**src/rtl/pci_window_decoder_pkg.sv**
```systemverilog
package pci_window_decoder_pkg;

  typedef enum logic [1:0] {
    BM_TGT_SYSMEM   = 2'd0,
    BM_TGT_PCIMEM   = 2'd1,
    BM_TGT_CPULOCAL = 2'd2,
    BM_TGT_NONE     = 2'd3
  } bm_target_e;

  localparam int unsigned BM_TGT_COUNT = 4;

endpackage

```
**src/rtl/pwd_cfg_regs.sv**
```systemverilog
module pwd_cfg_regs #(
  parameter int unsigned CTRL_W    = 32,
  parameter int unsigned FIELD_LSB = 7,
  parameter logic [1:0]  FWD_CODE  = 2'b01,
  parameter int unsigned MASK_W    = 32
) (
  input  logic              clk,
  input  logic              rst_n,
  input  logic              ctrl_we,
  input  logic [CTRL_W-1:0] ctrl_wdata,
  input  logic              mask_we,
  input  logic [MASK_W-1:0] mask_wdata,
  output logic              fwd_on,
  output logic [MASK_W-1:0] win_en
);

  localparam int unsigned LAST = MASK_W - 1;

  logic [1:0]        field_q;
  logic [MASK_W-1:0] mask_q;

  always_ff @(posedge clk or negedge rst_n) begin
    if (!rst_n) begin
      field_q <= 2'b00;
      mask_q  <= '0;
    end else begin
      if (ctrl_we) field_q <= ctrl_wdata[FIELD_LSB +: 2];
      if (mask_we) mask_q  <= mask_wdata;
    end
  end

  assign fwd_on = (field_q == FWD_CODE);

  // Edge windows are never forwardable; inner ones follow mask and global gate.
  for (genvar g = 0; g < MASK_W; g++) begin : g_win
    if (g == 0 || g == LAST) begin : g_edge
      assign win_en[g] = 1'b0;
    end else begin : g_inner
      assign win_en[g] = fwd_on & mask_q[g];
    end
  end

  logic unused_cfg_bits;
  assign unused_cfg_bits = ^{ctrl_wdata, mask_q[0], mask_q[LAST]};

endmodule

```
**src/rtl/pwd_cpu_decode.sv**
```systemverilog
module pwd_cpu_decode #(
  parameter int unsigned  ADDR_W     = 32,
  parameter int unsigned  CHUNK_LOG2 = 23,
  parameter int unsigned  IDX_W      = 5,
  parameter logic [31:0]  WIN_BASE   = 32'hF000_0000
) (
  input  logic                    cpu_req,
  input  logic [ADDR_W-1:0]       cpu_addr,
  input  logic [(1<<IDX_W)-1:0]   win_en,
  output logic                    in_aperture,
  output logic                    hit,
  output logic [IDX_W-1:0]        win_idx,
  output logic [ADDR_W-1:0]       fwd_addr
);

  localparam int unsigned TAG_LSB = CHUNK_LOG2 + IDX_W;
  localparam int unsigned TAG_W   = ADDR_W - TAG_LSB;
  localparam logic [ADDR_W-1:0] BASE = WIN_BASE[ADDR_W-1:0];
  localparam logic [TAG_W-1:0]  TAG  = BASE[ADDR_W-1:TAG_LSB];

  function automatic logic [IDX_W-1:0] chunk_of(input logic [ADDR_W-1:0] a);
    return a[CHUNK_LOG2 +: IDX_W];
  endfunction

  logic [IDX_W-1:0] idx_raw;

  assign in_aperture = (cpu_addr[ADDR_W-1:TAG_LSB] == TAG);
  assign idx_raw     = chunk_of(cpu_addr);
  assign hit         = cpu_req & in_aperture & win_en[idx_raw];
  assign win_idx     = hit ? idx_raw : '0;
  assign fwd_addr    = hit ? cpu_addr : '0;

endmodule

```
**src/rtl/pwd_bm_decode.sv**
```systemverilog
module pwd_bm_decode
  import pci_window_decoder_pkg::*;
#(
  parameter int unsigned ADDR_W      = 32,
  parameter logic [31:0] PCI_LO      = 32'hF080_0000,
  parameter logic [31:0] PCI_END     = 32'hFF80_0000,
  parameter logic [31:0] LOCAL_LO    = 32'hFFF0_0000,
  parameter logic [31:0] LOCAL_HI    = 32'hFFFF_EFFF
) (
  input  logic              bm_req,
  input  logic [ADDR_W-1:0] bm_addr,
  output bm_target_e        target,
  output logic [BM_TGT_COUNT-1:0] sel
);

  localparam logic [ADDR_W-1:0] P_LO  = PCI_LO[ADDR_W-1:0];
  localparam logic [ADDR_W-1:0] P_END = PCI_END[ADDR_W-1:0];
  localparam logic [ADDR_W-1:0] L_LO  = LOCAL_LO[ADDR_W-1:0];
  localparam logic [ADDR_W-1:0] L_HI  = LOCAL_HI[ADDR_W-1:0];

  function automatic bm_target_e classify(input logic [ADDR_W-1:0] a);
    if (a < P_LO)                    return BM_TGT_SYSMEM;
    else if (a < P_END)              return BM_TGT_PCIMEM;
    else if (a >= L_LO && a <= L_HI) return BM_TGT_CPULOCAL;
    else                             return BM_TGT_NONE;
  endfunction

  assign target = classify(bm_addr);

  for (genvar t = 0; t < BM_TGT_COUNT; t++) begin : g_sel
    assign sel[t] = bm_req & (target == bm_target_e'(t));
  end

endmodule

```
**src/rtl/pci_window_decoder.sv**
```systemverilog
module pci_window_decoder
  import pci_window_decoder_pkg::*;
#(
  parameter int unsigned ADDR_W     = 32,
  parameter int unsigned CTRL_W     = 32,
  parameter int unsigned FIELD_LSB  = 7,
  parameter logic [1:0]  FWD_CODE   = 2'b01,
  parameter int unsigned NUM_WIN    = 30,
  parameter int unsigned CHUNK_LOG2 = 23,
  parameter logic [31:0] WIN_BASE   = 32'hF000_0000,
  parameter logic [31:0] LOCAL_LO   = 32'hFFF0_0000,
  parameter logic [31:0] LOCAL_HI   = 32'hFFFF_EFFF,
  localparam int unsigned MASK_W    = NUM_WIN + 2,
  localparam int unsigned IDX_W     = $clog2(MASK_W)
) (
  input  logic              clk,
  input  logic              rst_n,
  input  logic              cfg_ctrl_we,
  input  logic [CTRL_W-1:0] cfg_ctrl_wdata,
  input  logic              cfg_mask_we,
  input  logic [MASK_W-1:0] cfg_mask_wdata,
  input  logic              cpu_req,
  input  logic [ADDR_W-1:0] cpu_addr,
  output logic              cpu_hit,
  output logic [IDX_W-1:0]  cpu_win_idx,
  output logic [ADDR_W-1:0] pci_fwd_addr,
  input  logic              bm_req,
  input  logic [ADDR_W-1:0] bm_addr,
  output logic              bm_sel_sysmem,
  output logic              bm_sel_pcimem,
  output logic              bm_sel_cpulocal,
  output logic              bm_miss
);

  localparam logic [31:0] CHUNK   = 32'(1) << CHUNK_LOG2;
  localparam logic [31:0] PCI_LO  = WIN_BASE + CHUNK;
  localparam logic [31:0] PCI_END = WIN_BASE + CHUNK * (NUM_WIN + 1);

  // Named internal events, used by the bound checker.
  logic                    fwd_on;
  logic [MASK_W-1:0]       win_en;
  logic                    cpu_in_aperture;
  bm_target_e              bm_target;
  logic [BM_TGT_COUNT-1:0] bm_sel;

  pwd_cfg_regs #(
    .CTRL_W    (CTRL_W),
    .FIELD_LSB (FIELD_LSB),
    .FWD_CODE  (FWD_CODE),
    .MASK_W    (MASK_W)
  ) u_cfg (
    .clk        (clk),
    .rst_n      (rst_n),
    .ctrl_we    (cfg_ctrl_we),
    .ctrl_wdata (cfg_ctrl_wdata),
    .mask_we    (cfg_mask_we),
    .mask_wdata (cfg_mask_wdata),
    .fwd_on     (fwd_on),
    .win_en     (win_en)
  );

  pwd_cpu_decode #(
    .ADDR_W     (ADDR_W),
    .CHUNK_LOG2 (CHUNK_LOG2),
    .IDX_W      (IDX_W),
    .WIN_BASE   (WIN_BASE)
  ) u_cpu (
    .cpu_req     (cpu_req),
    .cpu_addr    (cpu_addr),
    .win_en      (win_en),
    .in_aperture (cpu_in_aperture),
    .hit         (cpu_hit),
    .win_idx     (cpu_win_idx),
    .fwd_addr    (pci_fwd_addr)
  );

  pwd_bm_decode #(
    .ADDR_W   (ADDR_W),
    .PCI_LO   (PCI_LO),
    .PCI_END  (PCI_END),
    .LOCAL_LO (LOCAL_LO),
    .LOCAL_HI (LOCAL_HI)
  ) u_bm (
    .bm_req  (bm_req),
    .bm_addr (bm_addr),
    .target  (bm_target),
    .sel     (bm_sel)
  );

  assign bm_sel_sysmem   = bm_sel[BM_TGT_SYSMEM];
  assign bm_sel_pcimem   = bm_sel[BM_TGT_PCIMEM];
  assign bm_sel_cpulocal = bm_sel[BM_TGT_CPULOCAL];
  assign bm_miss         = bm_sel[BM_TGT_NONE];

endmodule

```
**config.mk**
```make
export PLATFORM = sky130hd
export DESIGN_NAME = pci_window_decoder
export DESIGN_NICKNAME = d
export VERILOG_FILES = /design/src/rtl/pci_window_decoder_pkg.sv /design/src/rtl/pwd_cfg_regs.sv /design/src/rtl/pwd_cpu_decode.sv /design/src/rtl/pwd_bm_decode.sv /design/src/rtl/pci_window_decoder.sv
export SDC_FILE = /design/constraint.sdc
export NUM_CORES = 1
export LEC_CHECK = 0
export BUFFER_PORTS_ARGS = -buffer_cell sky130_fd_sc_hd__clkbuf_2
export CELL_PAD_IN_SITES_DETAIL_PLACEMENT = 1
export CELL_PAD_IN_SITES_GLOBAL_PLACEMENT = 2
export CORE_ASPECT_RATIO = 2
export CORE_MARGIN = 2
export CORE_UTILIZATION = 22
export DETAILED_ROUTE_END_ITERATION = 12
export HOLD_SLACK_MARGIN = 0.12
export PLACE_DENSITY = 0.95
export SYNTH_ARGS = -nofsm -noshare
export SYNTH_HDL_FRONTEND = slang
export SYNTH_SLANG_ARGS = --single-unit
```
**constraint.sdc**
```tcl
create_clock -name clk -period 5.8 [get_ports clk]
set_input_delay 0.58 -clock clk [delete_from_list [all_inputs] [get_ports clk]]
set_output_delay 0.58 -clock clk [all_outputs]
set_load 0.02 [all_outputs]
```
==> impl_metrics.yaml, run 1 <==
run_status:
  status: "complete, no violations"
synth:
  synth.ff_latch_count: 32
  synth_area_per_cell_um2: 10.90
  netlist_instances: 193
  ys_types: 29
  ys_seq_area_share_pct: 38.05
  syn_nets: 327
  synth_area_mm2: 0.002105
  yosysWarnings: 0
placed_design:
  dp_worst_setup_slack_ns: 2.378
  io_buffer_count: 131
  dp_hpwl_mm: 5.446
  place_area_mm2: 0.002730
  place.gp.congestion: 0.6847
critical_path:
  critPathArrivalTime_ns: 2.81
  crit_path_end: "cpu_win_idx[1]"
  cp-startpoint: "cpu_addr[23]"
  worstReg2RegStart: "u_cfg.mask_q[13]"
  critPathRequiredTime_ns: 5.22
  crit_type: "in -> out"
  end_kind: "output port"
  ff2ff_path_depth: 1
  reg2reg_slack_ns: 5.02
  r2r-end: "u_cfg.mask_q[13]"
  worstPathMaxFanout: 31
  start_kind: "input pin"
die:
  start_util_pct: 22.58
  io_pins: 176
  dieArea_mm2: 0.01041
  core_area_mm2: 0.009321
  die_y_um: 142.3
  row_count: 50
  die_w_um: 73.16
power:
  leakagePower_uw: 0.001472
  ir_worst_vdd_uv: 210.0
  p_seq_share_pct: 40.2
  p_int_uw: 489.3
  clkPwrFrac_pct: 41.7
  p_per_area_mw_per_mm2: 222.1
  finalPower_uw: 640.4
  p_switching_uw: 151.1
  combPwrFrac_pct: 18.1
  p_sw_share_pct: 23.59
grt:
  grt.overflow.total: 0
  grt_pass1_vias: 2102
  grt_pass1_wl_mm: 9.701
  antenna_found_initial: 0
  grt_max_degree: 34
  grt_usage_pct: 12.41
cells_and_area:
  final_nets: 445
  final_util_pct: 30.93
  area_delta_synth_final_pct: 36.98
  drive_gt1_share_pct: 60.13
  n_antenna_cell: 0
  final_common_cell: "clkbuf_2"
  layout_common_cells: "clkbuf_2, mux2_2, dfrtp_1"
  finish.instance_area_mm2: 0.002883
job:
  max_cap_viol_count: 0
timing:
  fin_skew_ns: 0
  period_share_pct: 58.39
  final_max_slew_viol_count: 0
  hold_viol: 0
  setup_ws_ns: 2.413
  fmax_mhz: 295.3
  rsz0062_at_grt: "no"
  tightest_slew_ns: 1.097
  layout_min_cycle_time_ns: 3.387
  setup_viol: 0
  relSlewSlack_pct: 26.87
  setup_tns_ns: 0
drt:
  vias: 1933
  dr.pass1.iters: 3
  antenna_left: 0
  routed_wl_mm: 6.366
  wl_per_cell_um: 15.34
  drt_iter0_drc: 21
  routed_via_density: 4.658
  drc: 0
clocking:
  cts_resized: 0
  cts_buffer_depth: 2
  htreeDepth: 2
  clkSinkCount: 32
  cts_tree: "done"
  clkTransAtPathRegs_ns: 0.05
  cts-root-buf: "clkbuf_16"
  ctsHoldBuffers: 0
  clock_latency_ns: 0.28
  cts_setup_buffers: 0
  cts_inserted_buffers: 5
min_path:
  hp-class: "in -> async"
sequential cells by signal (all words and copies together) (netlist names):
register       cells
u_cfg.mask_q      30
u_cfg.field_q      2
cells by family after synthesis:
logic type             Yosys count  share of synthesized area [%]
AO/OA/AOI/OAI                   40                          15.34
buffers and inverters           50                          13.14
flip-flops                      32                          38.05
multiplexers                    48                          27.71
AND/OR/NAND/NOR                 23                          5.767
metal layers:
layer | part of all wire, % | global-route usage (%)
met5 | 0 | 0
met4 | 1.7 | 4.971
met3 | 8.1 | 2.479
met2 | 59 | 26.27
met1 | 31 | 10.11
power by group through the flow:
stage	Combinational (µW)	Clock, µW	Sequential (µW)
2_1_floorplan	74.3	0	257
3_3_place_gp	113	0	259
3_5_place_dp	119	0	262
4_1_cts	120	272	258
5_1_grt	129	282	260
6_report	116	267	258
how the worst min path moves through the flow:
stage | startpoint | to | slack (ns) | cells after the start
6_report | rst_n | u_cfg.mask_q[11] | 0.37 | 1
2_1_floorplan | rst_n | u_cfg.field_q[0] | 0.28 | 0
3_3_place_gp | u_cfg.mask_q[10] | u_cfg.mask_q[10] | 0.48 | 1
5_1_grt | rst_n | u_cfg.mask_q[10] | 0.44 | 1
4_1_cts | rst_n | u_cfg.mask_q[28] | 0.40 | 1
3_5_place_dp | u_cfg.mask_q[9] | u_cfg.mask_q[9] | 0.49 | 1
per-stage QoR:
step | hold slack, ns | std cells
2_1_floorplan | 0.2844 | 193
3_3_place_gp | 0.4823 | 408
3_5_place_dp | 0.4946 | 408
4_1_cts | 0.3979 | 415
5_1_grt | 0.4448 | 415
6_report | 0.3694 | 415
final cells by class:
type / instances / area (µm²)
sequential: 32 / 800.8
fill: 1109 / 6439
clock buffer: 7 / 152.6
tap: 104 / 130.1
multi-input combinational: 111 / 1027
timing repair buffer: 132 / 663.1
inverter: 29 / 108.9
synth_stat cells:
cell,count,area share [%]
mux2_2,39,21
dfrtp_1,32,38
inv_1,29,5.2
a211oi_1,25,8.9
a21oi_1,8,1.9
buf_6,7,3.7
clkbuf_1,7,1.2
buf_4,5,1.8
mux2i_1,5,2.4
nor2_1,5,0.89
nand2_1,4,0.71
nand4_1,4,1.2
mux4_2,3,3.2
nor3_1,3,0.71
a211oi_2,2,1.2
or3_1,2,0.59
a221oi_4,1,1.2
a31oi_1,1,0.30
and2_2,1,0.36
and2b_2,1,0.42
buf_12,1,0.95
buf_2,1,0.24
mux4_1,1,1.2
nand2b_1,1,0.30
nand3_1,1,0.24
nand3b_1,1,0.36
o2111ai_1,1,0.42
o22a_1,1,0.42
o2bb2a_4,1,0.95
worst max-delay path, cell delays in order:
cell and delay [ns]:
clkbuf_2 0.36, mux4_1 0.61, o22a_1 0.25, a221oi_4 0.29
buf_4 0.36, a211oi_1 0.13, clkbuf_2 0.22
No activity file was read; power rests on OpenSTA's default activity.
==> run 2: changes to the inputs <==
Settings changed: CORE_UTILIZATION 22 to 18, PLACE_DENSITY 0.95 to 0.87.
Clock period 5.8 ns to 3.11 ns, I/O delays scaled along.
==> impl_metrics.yaml, run 2 (synthesis gave the netlist of run 1 again) <==
clocking:
  clkSinkCount: 32
  cts_buffer_depth: 2
  cts_resized: 0
  htreeDepth: 2
  cts_inserted_buffers: 5
  cts_tree: "done"
  clkTransAtPathRegs_ns: 0.05
  clock_latency_ns: 0.27
  ctsHoldBuffers: 0
  cts-root-buf: "clkbuf_16"
  cts_setup_buffers: 0
critical_path:
  max_stage_delay_ns: 0.63
  end_kind: "output port"
  crit_type: "in -> out"
  cp_slowest_cell: "mux4_1"
  worstPathMaxFanout: 31
  cp_num_buf_inv: 3
  start_kind: "input pin"
  critPathRequiredTime_ns: 2.80
  cpLargestDelayFamily: "buffers and inverters"
  path_cells: "clkbuf_2 -> mux4_1 -> o22a_1 -> a221oi_4 -> buf_12 -> a211oi_1 -> clkbuf_2"
  critPathArrivalTime_ns: 2.44
  worst_path_most_repeated_cell: "clkbuf_2"
power:
  p_sw_share_pct: 22.12
  p_switching_uw: 284.7
  p_seq_share_pct: 37.2
  finalPower_uw: 1287
  combPwrFrac_pct: 17.2
  p_int_uw: 1002
  leakagePower_uw: 0.001505
  p_per_area_mw_per_mm2: 429.0
  clkPwrFrac_pct: 45.6
  ir_worst_vdd_uv: 527.4
cells_and_area:
  final_util_pct: 26.42
  reg_top3: "u_cfg.mask_q: 30 flops, u_cfg.field_q: 2 flops"
  area_delta_synth_final_pct: 42.57
  layout_common_cells: "clkbuf_2, mux2_2, dfrtp_1"
  largest_reg_flops: 30
  drive_gt1_share_pct: 60.51
  final_nets: 447
  final_common_cell: "clkbuf_2"
  top_register: "u_cfg.mask_q"
  n_antenna_cell: 0
  finish.instance_area_mm2: 0.003000
run_status:
  status: "complete, no violations"
drt:
  antenna_left: 0
  routed_wl_mm: 6.492
  top_layer: "met4"
  routed_via_density: 4.193
  drc: 0
  wl_met1_mm: 2.127
  drt_iter0_drc: 25
  dr.pass1.iters: 4
  met3_length_um: 583
  vias: 1912
  route.met2.wl_mm: 3.657
  wl_per_cell_um: 14.24
die:
  die_y_um: 156.9
  core_area_mm2: 0.01135
  die_w_um: 80.46
  start_util_pct: 18.53
  io_pins: 176
  row_count: 55
  dieArea_mm2: 0.01263
timing:
  final_max_slew_viol_count: 0
  tightest_slew_ns: 0.7750
  hold_ws_ns: 0.1038
  fmax_mhz: 363.4
  setup_tns_ns: 0
  relSlewSlack_pct: 48.34
  fin_skew_ns: 0
  layout_min_cycle_time_ns: 2.752
  hold_viol: 0
  period_share_pct: 88.48
  setup_viol: 0
  rsz0062_at_grt: "no"
placed_design:
  place_area_mm2: 0.002818
  place.gp.congestion: 0.6413
  io_buffer_count: 131
  dp_hpwl_mm: 5.552
grt:
  antenna_found_initial: 0
  grt_pass1_vias: 2085
  grt.overflow.total: 0
  grt_pass1_wl_mm: 9.804
  grt_max_degree: 33
  grt_usage_pct: 10.24
min_path:
  hp-class: "in -> async"
job:
  max_cap_viol_count: 0
## run 2: cell types whose count changed in the layout (fill, tap and decap cells not counted), sizes merged
cell    delta
buf        +2
bufinv     +1
## run 2: layout make-up
cell class                 instances  area [µm²]
clock buffer                       7       152.6
multi-input combinational        111        1027
sequential                        32       800.8
tap                              142       177.7
fill                            1371        8354
clock inverter                     1       30.03
inverter                          29       108.9
timing repair buffer             134       703.2
## run 2: path summary, 6_finish.rpt
path | from | endpoint | slack [ns] | depth (start not counted)
max | cpu_addr[23] | pci_fwd_addr[25] | 0.36 | 7
min | rst_n | u_cfg.mask_q[10] | 0.10 | 1
max reg2reg | u_cfg.mask_q[22] | u_cfg.mask_q[22] | 2.35 | 1
min reg2reg | u_cfg.mask_q[30] | u_cfg.mask_q[30] | 0.50 | 1
max in group asynchronous | rst_n | u_cfg.mask_q[28] | 2.51 | 1
min in group clk | cfg_mask_wdata[8] | u_cfg.mask_q[8] | 0.26 | 2
## run 2: power groups by stage
stage | clock network [µW] | logic, µW | registers, µW
3_5_place_dp | 0 | 227 | 486
4_1_cts | 596 | 228 | 479
5_1_grt | 613 | 246 | 484
2_1_floorplan | 0 | 139 | 479
6_report | 587 | 221 | 479
3_3_place_gp | 0 | 219 | 482
## run 2: per-stage QoR
| step | std cells | worst slack [ns] |
|---|---|---|
| global route | 456 | 0.2116 |
| CTS | 456 | 0.3003 |
| detailed placement | 448 | 0.2905 |
| global placement | 448 | 0.3599 |
| finish | 456 | 0.3583 |
| floorplan | 193 | 0.2994 |
## run 2: metal layers
metal  up-vias  GRT usage [%]
met3         7          2.064
met5         -              0
met2       103          21.35
met1       880          8.674
li1        922              -
met4         0          4.600
==> run 3: changes to the inputs <==
==> constraint.sdc (replaced) <==
create_clock -name clk -period 3.11 [get_ports clk]
set_input_delay 0.311 -clock clk [delete_from_list [all_inputs] [get_ports clk]]
set_output_delay 0.311 -clock clk [all_outputs]
set_load 0.1 [all_outputs]
==> impl_metrics.yaml, run 3 (synthesis gave the netlist of run 1 again) <==
placed_design:
  place.gp.congestion: 0.6723
  dp_hpwl_mm: 6.299
  io_buffer_count: 131
  placed_cells: 452
die:
  dieArea_mm2: 0.01263
  die_w_um: 80.46
  start_util_pct: 18.53
  row_count: 55
  core_area_mm2: 0.01135
  io_pins: 176
  die_y_um: 156.9
critical_path:
  critPathRequiredTime_ns: 2.80
  end_kind: "output port"
  reg2reg_slack_ns: 2.34
  crit_type: "in -> out"
  worstPathMaxFanout: 31
  start_kind: "input pin"
  critPathArrivalTime_ns: 2.56
cells_and_area:
  drive_gt1_share_pct: 70.44
  largest_reg_flops: 30
  top_register: "u_cfg.mask_q"
  area_delta_synth_final_pct: 82.70
  fillers: 1252
  reg_top3: "u_cfg.mask_q: 30 flops, u_cfg.field_q: 2 flops"
  final_common_cell: "clkbuf_2"
  multi_input_comb_area_mm2: 0.001305
  stdcell_count: 460
  layout_common_cells: "clkbuf_2, buf_12, mux2_2"
  final_nets: 451
  final_util_pct: 33.86
  layout.area.seq_um2: 800.8
  n_antenna_cell: 0
drt:
  vias: 1970
  routed_wl_mm: 7.211
  drc: 0
  dr.pass1.iters: 4
  routed_via_density: 4.283
  antenna_left: 0
  drt_iter0_drc: 33
  wl_per_cell_um: 15.68
timing:
  relSlewSlack_pct: 45.96
  hold_viol: 0
  final_max_slew_viol_count: 0
  tightest_slew_ns: 0.8106
  fmax_mhz: 347.9
  hold_ws_ns: 0.1177
  fin_skew_ns: 0
  setup_tns_ns: 0
  setup_viol: 0
  layout_min_cycle_time_ns: 2.874
  period_share_pct: 92.42
  rsz0062_at_grt: "no"
clocking:
  cts_resized: 0
  cts_setup_buffers: 0
  cts_tree: "done"
  cts-root-buf: "clkbuf_16"
  clkTransAtPathRegs_ns: 0.05
  clock_latency_ns: 0.28
  cts_inserted_buffers: 5
  htreeDepth: 2
  clkSinkCount: 32
  ctsHoldBuffers: 0
  cts_buffer_depth: 2
job:
  max_cap_viol_count: 0
power:
  combPwrFrac_pct: 22.7
  p_seq_share_pct: 38.5
  clkPwrFrac_pct: 38.8
  p_per_area_mw_per_mm2: 323.2
  ir_worst_vdd_uv: 513.1
  p_sw_share_pct: 26.99
  p_switching_uw: 335.4
  p_int_uw: 907.3
  leakagePower_uw: 0.001657
grt:
  grt_usage_pct: 11.53
  grt_util_met1_pct: 9.731
  grt_util_met2_pct: 24.37
  grt_most_used_layer: "met2"
  grt.overflow.total: 0
  met3_usage_pct: 2.466
  grt_pass1_vias: 2211
  grt_pass1_wl_mm: 10.88
  antenna_found_initial: 0
  grt_max_degree: 33
min_path:
  hp-class: "in -> async"
run_status:
  status: "complete, no violations"
run 3: cell count changes in the layout (fill, tap and decap cells not counted), sizes merged:
cell,delta
clkbuf,-39
buf,+42
bufinv,-1
clkinv,+2
run 3: worst max-delay path, stage by stage:
cell	delay (ns)
clkbuf_2	0.32
mux4_1	0.62
o22a_1	0.26
a221oi_4	0.34
buf_12	0.32
a211oi_1	0.14
buf_12	0.22
run 3: final timing paths:
check,endpoint,startpoint,cells past startpoint
worst max-delay path,pci_fwd_addr[2],cpu_addr[23],7
worst min-delay path,u_cfg.mask_q[8],rst_n,1
worst max register to register,u_cfg.mask_q[20],u_cfg.mask_q[20],1
worst min register to register,u_cfg.mask_q[9],u_cfg.mask_q[9],1
max in group asynchronous,u_cfg.mask_q[21],rst_n,1
min in group clk,u_cfg.mask_q[17],cfg_mask_wdata[17],2
run 3: power groups by stage:
| stage | registers, µW | logic, µW | clock network [µW] |
|---|---|---|---|
| 6_report | 478 | 282 | 483 |
| 5_1_grt | 485 | 308 | 514 |
| 4_1_cts | 479 | 291 | 500 |
| 3_5_place_dp | 486 | 289 | 0 |
| 3_3_place_gp | 483 | 279 | 0 |
| 2_1_floorplan | 479 | 187 | 0 |
run 3: final cells by class:
| class | count | area share [%] |
|---|---|---|
| multi-input combinational | 111 | 33.94 |
| timing repair buffer | 138 | 33.91 |
| sequential | 32 | 20.83 |
| tap | 142 | 4.621 |
| clock buffer | 6 | 3.612 |
| inverter | 29 | 2.831 |
| clock inverter | 2 | 0.2603 |
run 3: per-layer routing:
| layer | up-vias | wire length, µm |
|---|---|---|
| li1 | 916 | - |
| met1 | 947 | 2113 |
| met2 | 102 | 4345 |
| met3 | 5 | 656 |
| met4 | 0 | 96 |
| met5 | - | 0 |
run 3: metrics by stage:
stage               worst slack (ns)  cell area [µm²]  total power, µW
floorplan                    -0.8436             2429            665.3
global placement              0.2358             3696            762.1
detailed placement            0.1952             3696            775.9
CTS                           0.1841             3845             1270
global route                 0.09531             3845             1307
finish                        0.2357             3845             1243
